**src/rtl/pxdmx_pkg.sv**
```systemverilog
package pxdmx_pkg;

    typedef enum logic {
        PORT_A = 1'b0,
        PORT_B = 1'b1
    } port_e;

    localparam int unsigned NUM_PORTS = 2;

    typedef struct packed {
        logic dual;
        logic swap;
    } line_cfg_t;

    // Port that receives a sample, given the line setup and whether the
    // sample index within the line is odd.
    function automatic port_e pick_port(line_cfg_t c, logic odd);
        if (!c.dual) begin
            return PORT_A;
        end
        return (odd ^ c.swap) ? PORT_A : PORT_B;
    endfunction

endpackage

```
**src/rtl/pxdmx_edge.sv**
```systemverilog
module pxdmx_edge (
    input  logic clk,
    input  logic rst,
    input  logic hsync_in,
    output logic line_start
);
    logic hs_q;

    always_ff @(posedge clk) begin
        if (rst) begin
            hs_q <= 1'b0;
        end else begin
            hs_q <= hsync_in;
        end
    end

    assign line_start = hsync_in & ~hs_q;
endmodule

```
**src/rtl/pxdmx_line_ctl.sv**
```systemverilog
module pxdmx_line_ctl
    import pxdmx_pkg::*;
(
    input  logic  clk,
    input  logic  rst,
    input  logic  line_start,
    input  logic  cfg_dual,
    input  logic  cfg_swap,
    output port_e route
);
    line_cfg_t cfg_q;
    line_cfg_t cur_cfg;
    logic      next_odd_q;
    logic      cur_odd;

    always_comb begin
        cur_cfg = cfg_q;
        if (line_start) begin
            cur_cfg.dual = cfg_dual;
            cur_cfg.swap = cfg_swap;
        end
        cur_odd = line_start | next_odd_q;
        route   = pick_port(cur_cfg, cur_odd);
    end

    always_ff @(posedge clk) begin
        if (rst) begin
            cfg_q      <= '0;
            next_odd_q <= 1'b0;
        end else begin
            cfg_q      <= cur_cfg;
            next_odd_q <= ~cur_odd;
        end
    end
endmodule

```
**src/rtl/pxdmx_port_reg.sv**
```systemverilog
module pxdmx_port_reg #(
    parameter int unsigned W = 8
) (
    input  logic         clk,
    input  logic         rst,
    input  logic         take,
    input  logic [W-1:0] din,
    output logic [W-1:0] dout,
    output logic         vld
);
    always_ff @(posedge clk) begin
        if (rst) begin
            dout <= '0;
            vld  <= 1'b0;
        end else begin
            vld <= take;
            if (take) begin
                dout <= din;
            end
        end
    end
endmodule

```
**src/rtl/pxdmx_demux.sv**
```systemverilog
module pxdmx_demux
    import pxdmx_pkg::*;
#(
    parameter int unsigned W = 8
) (
    input  logic         clk,
    input  logic         rst,
    input  logic         hsync_in,
    input  logic [W-1:0] pix_in,
    input  logic         cfg_dual,
    input  logic         cfg_swap,
    output logic [W-1:0] a_data,
    output logic         a_vld,
    output logic [W-1:0] b_data,
    output logic         b_vld
);
    logic   line_start;
    port_e  route;
    logic [W-1:0] p_data [NUM_PORTS];
    logic         p_vld  [NUM_PORTS];

    pxdmx_edge edge_i (
        .clk        (clk),
        .rst        (rst),
        .hsync_in   (hsync_in),
        .line_start (line_start)
    );

    pxdmx_line_ctl ctl_i (
        .clk        (clk),
        .rst        (rst),
        .line_start (line_start),
        .cfg_dual   (cfg_dual),
        .cfg_swap   (cfg_swap),
        .route      (route)
    );

    for (genvar gp = 0; gp < NUM_PORTS; gp++) begin : g_port
        pxdmx_port_reg #(.W(W)) reg_i (
            .clk  (clk),
            .rst  (rst),
            .take (route == port_e'(gp)),
            .din  (pix_in),
            .dout (p_data[gp]),
            .vld  (p_vld[gp])
        );
    end

    assign a_data = p_data[PORT_A];
    assign a_vld  = p_vld[PORT_A];
    assign b_data = p_data[PORT_B];
    assign b_vld  = p_vld[PORT_B];
endmodule

```
**config.mk**
```make
export PLATFORM = sky130hd
export DESIGN_NAME = pxdmx_demux
export DESIGN_NICKNAME = d
export VERILOG_FILES = /design/src/rtl/pxdmx_pkg.sv /design/src/rtl/pxdmx_edge.sv /design/src/rtl/pxdmx_line_ctl.sv /design/src/rtl/pxdmx_port_reg.sv /design/src/rtl/pxdmx_demux.sv
export SDC_FILE = /design/constraint.sdc
export NUM_CORES = 1
export LEC_CHECK = 0
export ABC_AREA = 1
export BUFFER_PORTS_ARGS = -buffer_cell sky130_fd_sc_hd__clkbuf_2
export CAP_MARGIN = 20
export CORE_MARGIN = 5
export CORE_UTILIZATION = 40
export DETAILED_ROUTE_END_ITERATION = 7
export PLACE_DENSITY = 0.7
export SYNTH_ARGS = -nofsm -noshare
export SYNTH_HDL_FRONTEND = slang
export SYNTH_HIERARCHICAL = 1
export SYNTH_SLANG_ARGS = --single-unit
```
**constraint.sdc**
```tcl
create_clock -name clk -period 1.8 [get_ports clk]
set_clock_uncertainty 0.2 [all_clocks]
set_input_delay 0.18 -clock clk [delete_from_list [all_inputs] [get_ports clk]]
set_output_delay 0.18 -clock clk [all_outputs]
set_load 0.01 [all_outputs]
```
==> results_dict.tcl, run 1 <==
set metrics [dict create \
    clock_path_buffers 2 \
    first_pass_iters 4 \
    status "complete, no violations" \
    path_clk_slew_ps 110 \
    globalRouteTotalUtil 0.123 \
    rows 17 \
    grt_antenna_before_repair 0 \
    diodes 0 \
    detail_route.wl_per_cell_um 8.92 \
    synth-seq-area-share 0.492 \
    p_leak_nw 0.705 \
    internal_power_uw 739 \
    synthToLayoutAreaGrowth_pct 37.3 \
    switching_share 0.259 \
    finalPower_uw 997 \
    drt_iter0_markers 12 \
    grt_start_max_net_pins 18 \
    whs_ps 91.3 \
    p_clk_frac 0.258 \
    maxSlewViolCount 0 \
    worstPathArrival_ps 1580 \
    drv_cap 0 \
    pwr-share-seq 0.546 \
    syn_avg_cell_area_um2 6.84 \
    worstSetupPathType "register to register" \
    start_kind "register" \
    fp.dieH_um 57.3 \
    ant_nets 0 \
    cts-root-buf "clkbuf_4" \
    hold_viol_final 0 \
    dp_hpwl_um 1370 \
    layout-drive-gt1-share 0.249 \
    syn_inst 131 \
    grt_pass1_wl_um 3190 \
    cts_buffers 3 \
    drt_wl_total_um 1830 \
    clkLatencyLatePin_ps 300 \
    crit_path_max_fanout 5 \
    die-area_um2 3290 \
    drt-vias-per-instance 4.26 \
    hp-class "input pin to register" \
    setup_viol 0 \
    die_w_um 57.3 \
    vias 873 \
    fmax_ghz 0.629 \
    rrSetupSlack_ps 210 \
    gp_congestion 0.741 \
    synth_area_um2 896 \
    core_area_um2 2170 \
    slew_headroom 0.860 \
    drc 0 \
    port_buffers 30 \
    cts.sinks 22 \
    layout.nets 191 \
    synth_nets 144 \
    io_pins 31 \
    cp.required_ps 1790 \
    start_util 0.413 \
    endpoint_kind "register" \
    worstMarginPinSlew_ps 210 \
    cts_tree "done" \
    post-cts-setup-buffers 0 \
    post-route-period-util 0.883 \
    yosysUniqueCellTypes 10 \
    rsz0062_at_grt "false" \
    ys_ff_latch 22 \
    ir_worst_vdd_v 0.000538 \
    power.switching_uw 258 \
    grt_pass1_vias 831 \
    grt.overflow.total 0 \
    htree_num_levels 1 \
    fin_crit_ps 1590 \
    pwr-share-comb 0.197 \
    yosysWarnings 6 \
    finalSetupTns_ps 0 \
    power.density_nw_per_um2 811 \
]
-- cell usage after synthesis --
cell type | count | area share
nand2_1 | 38 | 0.16
nor2_1 | 36 | 0.15
dfxtp_1 | 22 | 0.49
inv_1 | 21 | 0.088
buf_6 | 4 | 0.050
nor2_2 | 3 | 0.021
a21oi_1 | 2 | 0.011
inv_2 | 2 | 0.0084
nand2_2 | 2 | 0.014
nor3_1 | 1 | 0.0056
-- worst max-delay path: stages, from the launching register on --
cell,delay (ps)
dfxtp_1,330
nor2_2,180
inv_1,80
nand2_1,80
a21oi_1,60
dlygate4sd3_1,550
-- path summary, 6_finish.rpt --
check | start | to | cells after the start
max | edge_i/hs_q$_SDFF_PP0_ | ctl_i/cfg_q[0]$_SDFF_PP0_ | 5
min | hsync_in | ctl_i/next_odd_q$_SDFF_PP0_ | 4
max reg2reg | edge_i/hs_q$_SDFF_PP0_ | ctl_i/cfg_q[0]$_SDFF_PP0_ | 5
min reg2reg | ctl_i/next_odd_q$_SDFF_PP0_ | ctl_i/next_odd_q$_SDFF_PP0_ | 1
-- layout by cell type (no fill, tap or decap) --
cell,netlist,layout
nand2_1,38,38
nor2_1,36,35
clkbuf_2,0,30
dfxtp_1,22,22
inv_1,21,21
dlygate4sd3_1,0,14
nor2_2,3,4
clkbuf_4,0,3
a21oi_1,2,2
nand2_2,2,2
inv_2,2,2
buf_4,0,2
clkbuf_8,0,1
nor3_1,1,1
-- state kept, by name (all words and copies together), names as in the netlist --
register and flops:
g_port.reg_i/vld 2, edge_i/hs_q 1, g_port.reg_i/dout 16, ctl_i/next_odd_q 1
ctl_i/cfg_q 2
-- area by class of cell --
type | instances | area, um2
Fill cell | 242 | 940
Sequential cell | 22 | 440
Multi-Input combinational cell | 82 | 327
Timing Repair Buffer | 46 | 305
Inverter | 23 | 86.3
Clock buffer | 4 | 36.3
Tap cell | 28 | 35.0
-- metal layers --
| layer | vias to the layer above | global-route usage | routed length [um] |
|---|---|---|---|
| met1 | 385 | 0.131 | 757 |
| li1 | 464 | - | - |
| met5 | - | 0 | 0 |
| met4 | 0 | 0.0695 | 38 |
| met2 | 20 | 0.225 | 928 |
| met3 | 4 | 0.0226 | 103 |
-- timing repair --
item	4_1_cts	5_1_grt
setup endpoints to repair	0	12
hold endpoints to repair	22	0
resized for setup	0	1
hold buffers	14	0
-- stage by stage --
stage,utilization,area [um2],cells,setup slack (ps)
6_report,0.567,1230,205,211
5_1_grt,0.567,1230,205,44.5
2_1_floorplan,-,896,131,171
3_5_place_dp,0.484,1050,187,144
3_3_place_gp,0.484,1050,187,218
4_1_cts,0.566,1230,205,113
-- power groups by stage --
stage / logic (mW) / registers (mW) / clock network (mW)
after floorplan: 0.103 / 0.570 / 0
after global placement: 0.172 / 0.554 / 0
after detailed placement: 0.174 / 0.555 / 0
after CTS: 0.198 / 0.544 / 0.274
after global routing: 0.224 / 0.550 / 0.289
final: 0.196 / 0.544 / 0.257
-- logic make-up after synthesis --
family          Yosys count  share of synthesized area
buf+inv                  27                      0.147
simple gates             80                      0.351
compound gates            2                     0.0112
flops                    22                      0.492
Note: power is estimated with default switching activity, not from simulation.
==> run 2: changes to the inputs <==
Settings changed: ABC_CLOCK_PERIOD_IN_PS from default to 1800, CTS_BUF_LIST from default to sky130_fd_sc_hd__clkbuf_8, HOLD_SLACK_MARGIN from default to 0.15.
==> run 2 against run 1 <==
  * Sequential share of layout area decreased by 0.25 points
  * Global-route usage rose by 0.093 points
  * Cell area grew 0.71%
  * Via count fell by 1.3%
  * Maximum frequency rose by 0.20%
  * Register-to-register slack is essentially flat
  * Flip-flop and latch count stayed put
  * First-iteration DRC count is the same
  * Die area stayed put
  * Worst setup slack improved by 3.1 ps
  * Largest cell class unchanged
  * Highest routed layer unchanged
==> results_dict.tcl, run 2 (synthesis results as in run 1) <==
set metrics [dict create \
    pwr-share-seq 0.505 \
    detail_route.wl_per_cell_um 8.93 \
    finalPower_mw 1.08 \
    cts-root-buf "clkbuf_8" \
    internal_power_uw 809 \
    clkLatencyLatePin_ps 260 \
    mostFrequentLayoutCell "nand2_1" \
    vias 862 \
    power.density_nw_per_um2 869 \
    start_kind "register" \
    layout-drive-gt1-share 0.250 \
    clock_path_buffers 2 \
    diodes 0 \
    rsz0062_at_grt "false" \
    cpLargestDelayFamily "buffers and inverters" \
    cts_tree "done" \
    path_cells "nor2_2 > nand2_1 > dlygate4sd3_1 > a21oi_1" \
    power.switching_uw 267 \
    largest_reg_flops 16 \
    setup_viol 0 \
    drt_wl_total_um 1820 \
    largest_register "g_port.reg_i/dout" \
    layout.nets 190 \
    grt.overflow.total 0 \
    p_clk_frac 0.314 \
    whs_ps 146 \
    crit_path_max_fanout 5 \
    endpoint_kind "register" \
    switching_share 0.248 \
    io_pins 31 \
    gp_congestion 0.741 \
    ant_nets 0 \
    fmax_ghz 0.631 \
    port_buffers 30 \
    die-area_um2 3290 \
    worst_path_largest_cell_delay_ps 570 \
    synthToLayoutAreaGrowth_pct 38.3 \
    die_w_um 57.3 \
    worstMarginPinSlew_ps 212 \
    placed_cell_area_um2 1050 \
    globalRouteTotalUtil 0.124 \
    core_area_um2 2170 \
    cp.required_ps 1780 \
    cts_buffers 3 \
    fp.dieH_um 57.3 \
    grt_pass1_wl_um 3240 \
    fillers 234 \
    drv_cap 0 \
    place_ws_ps 144 \
    start_util 0.413 \
    p_leak_nw 0.705 \
    layout_common_cells "nand2_1 (38), nor2_1 (35), clkbuf_2 (30), dfxtp_1 (22), inv_1 (21)" \
    post-cts-setup-buffers 0 \
    drt_iter0_markers 12 \
    drc 0 \
    fin_crit_ps 1590 \
    slew_headroom 0.859 \
    worstSetupPathType "register to register" \
    final_area_um2 1240 \
    setup_ws_ps 214 \
    post-route-period-util 0.881 \
    drt-vias-per-instance 4.23 \
    cpMaxStageDelayCell "dlygate4sd3_1" \
    status "complete, no violations" \
    maxSlewViolCount 0 \
    hold_viol_final 0 \
    largestRegisters "g_port.reg_i/dout x16, ctl_i/cfg_q x2, g_port.reg_i/vld x2" \
    first_pass_iters 4 \
    pwr-share-comb 0.181 \
    seqCellArea_um2 440 \
    finalSetupTns_ps 0 \
    worstPathArrival_ps 1570 \
    rows 17 \
    hp-class "input pin to register" \
    ir_worst_vdd_v 0.000599 \
    htree_num_levels 1 \
    dp_hpwl_um 1370 \
    grt_start_max_net_pins 18 \
    crit_buf_inv 1 \
    cts.sinks 22 \
    path_clk_slew_ps 80 \
    grt_antenna_before_repair 0 \
    multi_input_area_um2 327 \
    grt_pass1_vias 836 \
]
==> run 2: tightest hold or removal path, stage by stage <==
cell and delay (ps):
clkbuf_2 80, inv_1 80, nor2_2 60, nand2_1 80
a21oi_1 70
==> run 2: per-layer routing <==
layer,part of all wire,up-vias,wire (um),global-route usage
li1,-,461,-,-
met3,0.057,4,104,0.0226
met4,0.018,0,33,0.0695
met5,0,-,0,0
met2,0.50,20,907,0.219
met1,0.43,377,775,0.140
==> run 2: metrics by stage <==
step                utilization  instances
finish                    0.571        204
global route              0.571        204
CTS                       0.570        204
detailed placement        0.484        187
global placement          0.484        187
floorplan                     -        131
==> run 2: final timing paths <==
| path | depth (start not counted) | start | end | slack [ps] |
|---|---|---|---|---|
| worst min-delay path | 5 | hsync_in | ctl_i/cfg_q[1]$_SDFF_PP0_ | 150 |
| worst min register to register | 1 | ctl_i/next_odd_q$_SDFF_PP0_ | ctl_i/next_odd_q$_SDFF_PP0_ | 220 |
| worst max-delay path | 4 | edge_i/hs_q$_SDFF_PP0_ | ctl_i/cfg_q[0]$_SDFF_PP0_ | 210 |
| worst max register to register | 4 | edge_i/hs_q$_SDFF_PP0_ | ctl_i/cfg_q[0]$_SDFF_PP0_ | 210 |
==> run 2: final cells by class <==
class / count / share of cell area
Sequential cell: 22 / 0.356
Multi-Input combinational cell: 82 / 0.264
Timing Repair Buffer: 45 / 0.238
Inverter: 23 / 0.0697
Clock buffer: 4 / 0.0444
Tap cell: 28 / 0.0283
==> run 2: power groups by stage <==
stage               registers (mW)  clock network, mW  logic (mW)
finish                       0.544              0.338       0.195
global placement             0.554                  0       0.172
detailed placement           0.555                  0       0.174
floorplan                    0.570                  0       0.103
global route                 0.549              0.367       0.223
CTS                          0.544              0.355       0.197
==> run 2: what timing repair did <==
item / CTS / global route
resized for setup: 0 / 1
hold buffers: 13 / 0
endpoints found under the hold margin: 22 / 0
setup endpoints to repair: 0 / 11
